===== src/rtl/ctl_pkg.sv =====
// Package: shared widths, destination codes and reset defaults for the
// serial control register port. Assumes one fixed 16-bit word format.
package ctl_pkg;
    localparam int WORD_W = 16;
    localparam int DEST_W = 2;
    localparam int VAL_W  = WORD_W - DEST_W;
    localparam int CNT_W  = $clog2(WORD_W + 1);

    typedef enum logic [DEST_W-1:0] {
        DEST_LEFT  = 2'b00,
        DEST_RIGHT = 2'b01,
        DEST_MODE  = 2'b10,
        DEST_NONE  = 2'b11
    } dest_e;

    // Mode register bit positions inside the value field
    localparam int MODE_DE_LSB  = 0;
    localparam int MODE_MUTE_L  = 2;
    localparam int MODE_MUTE_R  = 3;

    localparam logic [VAL_W-1:0] VOL_DEFAULT    = '1;
    localparam logic [1:0]       DEEMPH_DEFAULT = 2'b00;
endpackage


===== src/rtl/ctl_sync.sv =====
// Module: multi-bit two-flop synchronizer. Each bit is treated as an
// independent asynchronous level; the caller keeps levels stable long enough.
module ctl_sync #(
    parameter int W = 3
) (
    input  logic         clk,
    input  logic         rst_n,
    input  logic [W-1:0] async_in,
    output logic [W-1:0] level
);
    logic [W-1:0] meta_q;
    logic [W-1:0] stab_q;

    // Two flops per bit, cleared by reset
    always_ff @(posedge clk) begin
        if (!rst_n) begin
            meta_q <= '0;
            stab_q <= '0;
        end else begin
            meta_q <= async_in;
            stab_q <= meta_q;
        end
    end

    assign level = stab_q;
endmodule


===== src/rtl/ctl_edge.sv =====
// Module: rising-edge detector for synchronized levels; one pulse per bit
// lasting one system clock. Assumes inputs are already synchronous.
module ctl_edge #(
    parameter int W = 2
) (
    input  logic         clk,
    input  logic         rst_n,
    input  logic [W-1:0] level,
    output logic [W-1:0] rise
);
    logic [W-1:0] prev_q;

    // Remember the previous level of each bit
    always_ff @(posedge clk) begin
        if (!rst_n) prev_q <= '0;
        else        prev_q <= level;
    end

    for (genvar i = 0; i < W; i++) begin : g_edge
        assign rise[i] = level[i] & ~prev_q[i];
    end
endmodule


===== src/rtl/ctl_shift.sv =====
// Module: MSB-first shift register with a saturating bit counter. A clear
// restarts the count; the word is only valid once the count is full.
module ctl_shift
    import ctl_pkg::*;
(
    input  logic              clk,
    input  logic              rst_n,
    input  logic              shift_en,
    input  logic              bit_in,
    input  logic              clear,
    output logic [WORD_W-1:0] word,
    output logic              full
);
    logic [WORD_W-1:0] sh_q;
    logic [CNT_W-1:0]  cnt_q;

    // Shift in new bits at the bottom so the first bit ends at the top
    always_ff @(posedge clk) begin
        if (!rst_n)        sh_q <= '0;
        else if (shift_en) sh_q <= {sh_q[WORD_W-2:0], bit_in};
    end

    // Count bits since the last latch, stopping at a full word
    always_ff @(posedge clk) begin
        if (!rst_n || clear)
            cnt_q <= '0;
        else if (shift_en && cnt_q != CNT_W'(WORD_W))
            cnt_q <= cnt_q + 1'b1;
    end

    assign word = sh_q;
    assign full = (cnt_q == CNT_W'(WORD_W));
endmodule


===== src/rtl/ctl_regfile.sv =====
// Module: decodes a committed word and updates the addressed register.
// Assumes commit is a single-cycle pulse qualified by a full word.
module ctl_regfile
    import ctl_pkg::*;
(
    input  logic              clk,
    input  logic              rst_n,
    input  logic              commit,
    input  logic [WORD_W-1:0] word,
    output logic [VAL_W-1:0]  vol_left,
    output logic [VAL_W-1:0]  vol_right,
    output logic              mute_left,
    output logic              mute_right,
    output logic [1:0]        deemph_sel
);
    dest_e            dest;
    logic [VAL_W-1:0] value;

    assign dest  = dest_e'(word[WORD_W-1 -: DEST_W]);
    assign value = word[VAL_W-1:0];

    // Left attenuation register
    always_ff @(posedge clk) begin
        if (!rst_n)                             vol_left <= VOL_DEFAULT;
        else if (commit && dest == DEST_LEFT)   vol_left <= value;
    end

    // Right attenuation register
    always_ff @(posedge clk) begin
        if (!rst_n)                             vol_right <= VOL_DEFAULT;
        else if (commit && dest == DEST_RIGHT)  vol_right <= value;
    end

    // Mode register: mutes and de-emphasis curve
    always_ff @(posedge clk) begin
        if (!rst_n) begin
            mute_left  <= 1'b0;
            mute_right <= 1'b0;
            deemph_sel <= DEEMPH_DEFAULT;
        end else if (commit && dest == DEST_MODE) begin
            mute_left  <= value[MODE_MUTE_L];
            mute_right <= value[MODE_MUTE_R];
            deemph_sel <= value[MODE_DE_LSB +: 2];
        end
    end
endmodule


===== src/rtl/ctl_serial_port.sv =====
// Module: top of the serial control register port. Synchronizes the three
// serial lines, shifts bits on control clock edges and commits full words
// on latch edges. Assumes serial levels last at least three system clocks.
module ctl_serial_port
    import ctl_pkg::*;
(
    input  logic             clk,
    input  logic             rst_n,
    input  logic             ser_clk,
    input  logic             ser_dat,
    input  logic             ser_latch,
    output logic [VAL_W-1:0] vol_left,
    output logic [VAL_W-1:0] vol_right,
    output logic             mute_left,
    output logic             mute_right,
    output logic [1:0]       deemph_sel
);
    localparam int SYNC_W = 3;
    localparam int EDGE_W = 2;

    logic [SYNC_W-1:0] lvl;
    logic [EDGE_W-1:0] rise;
    logic              clk_rise;
    logic              latch_rise;
    logic [WORD_W-1:0] word;
    logic              word_full;

    ctl_sync #(.W(SYNC_W)) u_sync (
        .clk      (clk),
        .rst_n    (rst_n),
        .async_in ({ser_dat, ser_latch, ser_clk}),
        .level    (lvl)
    );

    ctl_edge #(.W(EDGE_W)) u_edge (
        .clk   (clk),
        .rst_n (rst_n),
        .level (lvl[EDGE_W-1:0]),
        .rise  (rise)
    );

    assign clk_rise   = rise[0];
    assign latch_rise = rise[1];

    ctl_shift u_shift (
        .clk      (clk),
        .rst_n    (rst_n),
        .shift_en (clk_rise),
        .bit_in   (lvl[2]),
        .clear    (latch_rise),
        .word     (word),
        .full     (word_full)
    );

    ctl_regfile u_regs (
        .clk        (clk),
        .rst_n      (rst_n),
        .commit     (latch_rise && word_full),
        .word       (word),
        .vol_left   (vol_left),
        .vol_right  (vol_right),
        .mute_left  (mute_left),
        .mute_right (mute_right),
        .deemph_sel (deemph_sel)
    );
endmodule


===== config.mk =====
export PLATFORM = sky130hd
export DESIGN_NAME = ctl_serial_port
export DESIGN_NICKNAME = d
export VERILOG_FILES = /design/src/rtl/ctl_pkg.sv /design/src/rtl/ctl_sync.sv /design/src/rtl/ctl_edge.sv /design/src/rtl/ctl_shift.sv /design/src/rtl/ctl_regfile.sv /design/src/rtl/ctl_serial_port.sv
export SDC_FILE = /design/constraint.sdc
export NUM_CORES = 1
export LEC_CHECK = 0
export BUFFER_PORTS_ARGS = -buffer_cell sky130_fd_sc_hd__buf_2
export CAP_MARGIN = 25
export CORE_AREA = 2 2 67 69
export DETAILED_ROUTE_END_ITERATION = 7
export DIE_AREA = 0 0 69 71
export HOLD_SLACK_MARGIN = 0.03
export PLACE_DENSITY_LB_ADDON = 0.3
export SETUP_SLACK_MARGIN = 0.05
export SKIP_CTS_REPAIR_TIMING = 1
export SYNTH_ARGS = -nofsm -noshare
export SYNTH_HDL_FRONTEND = slang
export SYNTH_SLANG_ARGS = --single-unit

===== constraint.sdc =====
create_clock -name clk -period 3.8 [get_ports clk]
set_input_delay 0.19 -clock clk [delete_from_list [all_inputs] [get_ports clk]]
set_output_delay 0.19 -clock clk [all_outputs]
set_load 0.02 [all_outputs]

* After elaboration in Yosys (flattened, before gate mapping)
Index checks and enable logic that the tools add are counted.
Widths: inputs -> output; s select.
** Cells by class
- Add/sub/neg operators :: 1
- Multiply operators :: 0
- Div/mod/pow operators :: 0
- Order comparisons :: 0
- Equal/unequal tests :: 4
- Shift-type cells :: 0
- Muxes and demuxes :: 0
- Bitwise operators :: 4
- Reductions and logical operators :: 8
** Operator list (count)
- $add 5x1->5 const B :: 1
- $eq 5x5->1 const B :: 1
- $logic_and 1x1->1 :: 5
- $ne 5x5->1 const B :: 1
- $and 1x1->1 :: 2
- $eq 2x1->1 const B :: 1
- $eq 2x2->1 const B :: 1
- $logic_not 2->1 :: 1
- $not 1->1 :: 2
- $logic_not 1->1 :: 1
- $logic_or 1x1->1 :: 1
** Storage, ports and cells
- Register bits :: 61
- Bits in latches :: 0
- Bits in writable memories :: 0
- ROM bits :: 0
- Output and inout bits :: 32
- Word-level logic and storage cells :: 27
- Memories kept :: 0

* Logic depth before layout (Yosys ltp)
- Word-level depth :: 4
- Depth in mapped cells :: 7
- Mapped depth without buffers :: 5

* Hierarchy
Synthesis repeated with hierarchy kept, for this count alone.
** Second synthesis, totals
- Cell total of the unflattened synthesis :: 227
- Area, all modules :: 2441.1 sq um
** By module, submodules not included
- ctl_regfile :: times used 1, cells each 129, area each 1346.3 sq um, sequential area each 640.6 sq um
- ctl_shift :: times used 1, cells each 79, area each 850.8 sq um, sequential area each 420.4 sq um
- ctl_sync :: times used 1, cells each 12, area each 157.7 sq um, sequential area each 120.1 sq um
- ctl_edge :: times used 1, cells each 6, area each 80.1 sq um, sequential area each 40.0 sq um
- ctl_serial_port :: times used 1, cells each 1, area each 6.3 sq um, sequential area each 0.0 sq um

* Least setup slack after synthesis
Ideal clock, no wire load.
- Path kind :: reg2reg
- Start :: register u_shift.cnt_q[0]
- End :: register u_regs.vol_right[3]
- Setup time :: 121 ps
- Arrival time :: 1621 ps
- Required time :: 3679 ps
- Setup slack :: 2058 ps
- Stages on the path, launching flop included :: 8
- Period minus slack after synthesis :: 1742 ps
- Cell sequence :: dfxtp_1 -> inv_1 -> ha_1 -> nand4bb_4 -> or4b_1 -> buf_6 -> buf_8 -> mux2i_1
** On the way
- Longest elaborated chain between the ends :: 3
** Ends and longest elaborated chain
- start, declared :: RTL line ctl_shift.sv:15 : logic [CNT_W-1:0] cnt_q;
- start signal, assigned :: RTL line ctl_shift.sv:28 : cnt_q <= cnt_q + 1'b1;
- $eq 5x5->1 :: RTL line ctl_shift.sv:32 : assign full = (cnt_q == CNT_W'(WORD_W));
- $logic_and 1x1->1 :: RTL line ctl_serial_port.sv:58 : .commit (latch_rise && word_full),
- $logic_and 1x1->1 :: RTL line ctl_regfile.sv:31 : else if (commit && dest == DEST_RIGHT) vol_right <= value;
- end signal, assigned :: RTL line ctl_regfile.sv:31
- end, declared :: RTL line ctl_regfile.sv:11 : output logic [VAL_W-1:0] vol_right,
Every way passes these cells.
A chain may end at the register's enable or synchronous reset.

* Worst setup path in the final report
- Start :: register u_shift.cnt_q[0]
- End :: register u_regs.vol_right[6]
Same word-level chain as after synthesis.

==> flow_summary.yaml <==
cts:
  htreeDepth: 3
  clkTransAtPathRegs_ps: 60
  clock-root-buffer: "clkbuf_8"
  clkLatencyLatePin_ps: 330
  numCtsBuffers: 9
  clockBufferDepth: 2
  cts_tree: "yes"
  cts.sinks: 61
timing:
  hold_viol_final: 0
  fin_crit_sh_pct: 54.63
  relSlewSlack_pct: 35.72
  fmax_mhz: 481.7
  finalMaxSlewViolations: 0
  fin_crit_ps: 2076
  tns_ps: 0
  setup_viol: 0
  fin_ws_ps: 1724
  tightest_slew_ps: 964.2
  fin_skew_ps: 5.754
  hold_ws_ps: 63.29
  rsz0062_at_grt: "no"
pwr:
  swShare_pct: 22.01
  internal_power_w: 0.0008854
  p_comb_share_pct: 3.3
  ir_drop_v: 0.0002275
  power.share.clock_pct: 39.9
  power.leakage_nw: 1.037
  p_per_area_nw_per_um2: 410.4
  p_total_w: 0.001135
  p_seq_share_pct: 56.9
  p_switching_w: 0.0002498
synthesis:
  synth_mux_area_share_pct: 13.19
  ys_seq_area_share_pct: 50.28
  syn_area_per_cell_um2: 9.872
  synth_top_family_by_area: "simple AND/OR/NAND/NOR gates"
  synth_warnings: 0
  synth_area_leader_cell: "dfxtp_1"
  netlist_area_um2: 2429
  ys_types: 22
  synth-simple-area-share_pct: 24.83
  synth.area.top_cells: "dfxtp_1 50%, mux2i_1 13%, nor2b_1 11%"
  synth.top_cell.area_share_pct: 50.28
  synth_nets: 253
  synth_cells: 246
  ys_seq_elements: 61
  synth_fa_ha_area_share_pct: 1.030
  synth_compound_area_share_pct: 6.801
  synth_xor_area_share_pct: 0
placement:
  hpwl_um: 2581
  pre_cts_slack_ps: 1704
  io_buffers: 36
  place_congestion: 0.7464
global_routing:
  grt_overflow: 0
  grt_pass1_vias: 1629
  grt.total_usage_pct: 18.50
  grt_max_degree: 76
  grt_pass1_wl_um: 7155
  grt_antenna_before_repair: 0
routing:
  vias: 1705
  routed_wl_um: 4083
  firstDrtPassIters: 4
  drcViolationCount: 0
  antenna_left: 0
  drtIter0Drc: 114
  vias_per_cell: 5.074
  wl_per_cell_um: 12.15
setup_path:
  max_stage_delay_ps: 930
  end_kind: "register"
  r2r_cells: 5
  criticalPathCategory: "reg2reg"
  r2r-end: "u_regs.vol_right[6]"
  cp_cell_sequence: "inv_1 > ha_1 > nand4bb_4 > or4b_1 > mux2i_1"
  worstSetupStartpoint: "u_shift.cnt_q[0]"
  crit_arrival_ps: 2260
  regToRegSetupSlack_ps: 1720
  crit_fanout: 14
  start_kind: "register"
  required_ps: 3980
  worst_path_max_delay_cell: "or4b_1"
  crit_end: "u_regs.vol_right[6]"
  reg2reg_from: "u_shift.cnt_q[0]"
min_path:
  hp-class: "in2reg"
  worst_hold_path.num_cells: 2
die:
  die-area_um2: 4899
  ios: 37
  rows: 24
  die_y_um: 71
  coreArea_um2: 4204
  die_w_um: 69
  initial_core_util_pct: 57.77
final_layout:
  areaGrowthSynthToFinish_pct: 13.91
  fillCellCount: 355
  antenna_cells: 0
  nNetsFinal: 288
  drive_gt1_share_pct: 19.01
status:
  status: "finished clean"
flow_run:
  max_cap_violations: 0
-- state kept, by name, indices dropped and copies added (netlist names) --
register	count
u_shift.cnt_q	5
u_shift.word	16
u_regs.vol_right	14
u_sync.meta_q	3
u_edge.prev_q	2
u_regs.deemph_sel	2
u_regs.mute_right	1
u_regs.mute_left	1
u_regs.vol_left	14
u_sync.level	3
-- cell families after synthesis --
| kind of cell | Yosys count |
|---|---|
| simple gates | 108 |
| flops | 61 |
| compound gates | 25 |
| fa+ha+maj | 2 |
| buf+inv | 18 |
| mux | 32 |
-- power groups by stage --
stage	Clock (W)	Combinational [W]	Sequential, W
final	0.000453	0.0000372	0.000645
after floorplan	0	0.0000301	0.000659
after global routing	0.000487	0.0000416	0.000645
after detailed placement	0	0.0000375	0.000660
after global placement	0	0.0000371	0.000659
after CTS	0.000464	0.0000377	0.000645
-- metrics by stage --
| stage | area (um^2) | std cells | util (%) |
|---|---|---|---|
| floorplan | 2429 | 246 | - |
| global placement | 2615 | 321 | 62.20 |
| detailed placement | 2615 | 321 | 62.20 |
| CTS | 2761 | 335 | 65.68 |
| global route | 2766 | 336 | 65.80 |
| finish | 2766 | 336 | 65.80 |
-- how the worst min path moves through the flow --
stage                  from               end  slack (ps)
floorplan           ser_clk  u_sync.meta_q[0]         320
global placement    ser_clk  u_sync.meta_q[0]         400
detailed placement  ser_dat  u_sync.meta_q[2]         400
CTS                 ser_dat  u_sync.meta_q[2]          60
global route        ser_clk  u_sync.meta_q[0]          50
finish              ser_clk  u_sync.meta_q[0]          60
-- critical path: cells and delay by family (launching register included) --
family / cells / cell delay (ps)
adders and majority gates: 1 / 200
and+or+nand+nor: 2 / 1090
muxes: 1 / 230
buffers and inverters: 1 / 80
DFF: 1 / 330
-- Yosys cell counts --
master,n
buf_8,1
nand3_1,3
o21ai_0,4
buf_6,2
or4b_1,1
inv_1,3
dfxtp_1,61
nor4_2,1
and2_1,8
clkbuf_1,12
nor2b_1,43
ha_1,2
nand2b_1,2
nand3b_1,1
and4bb_2,1
a21boi_0,16
nor4_1,1
mux2i_1,32
nand4bb_4,1
a21oi_1,5
or3_1,3
nand2_1,43
-- placed cells by master, fill, tap and decap left out, types with 4 or more instances in the layout --
cell and count:
a21boi_0 16, a21oi_1 5, and2_1 8, buf_2 36, clkbuf_8 9, dfxtp_1 61, mux2i_1 32, nand2_1 43
nor2b_1 43, o21ai_0 4
-- routing by layer --
| layer | GRT usage, % | wire length (um) |
|---|---|---|
| met1 | 22.01 | 1956 |
| met2 | 30.02 | 1876 |
| met3 | 5.128 | 151 |
| met4 | 10.89 | 99 |
| met5 | 0 | 0 |
-- cell type report --
cell class | count | area (um^2) | area share, %
multi-input combinational | 167 | 1122 | 40.57
clock inverter | 3 | 15.01 | 0.5427
timing repair buffer | 39 | 200.2 | 7.237
inverter | 3 | 11.26 | 0.4071
tap | 52 | 65.06 | 2.352
clock buffer | 11 | 131.4 | 4.749
sequential | 61 | 1221 | 44.14
(Power assumes the default switching activity.)
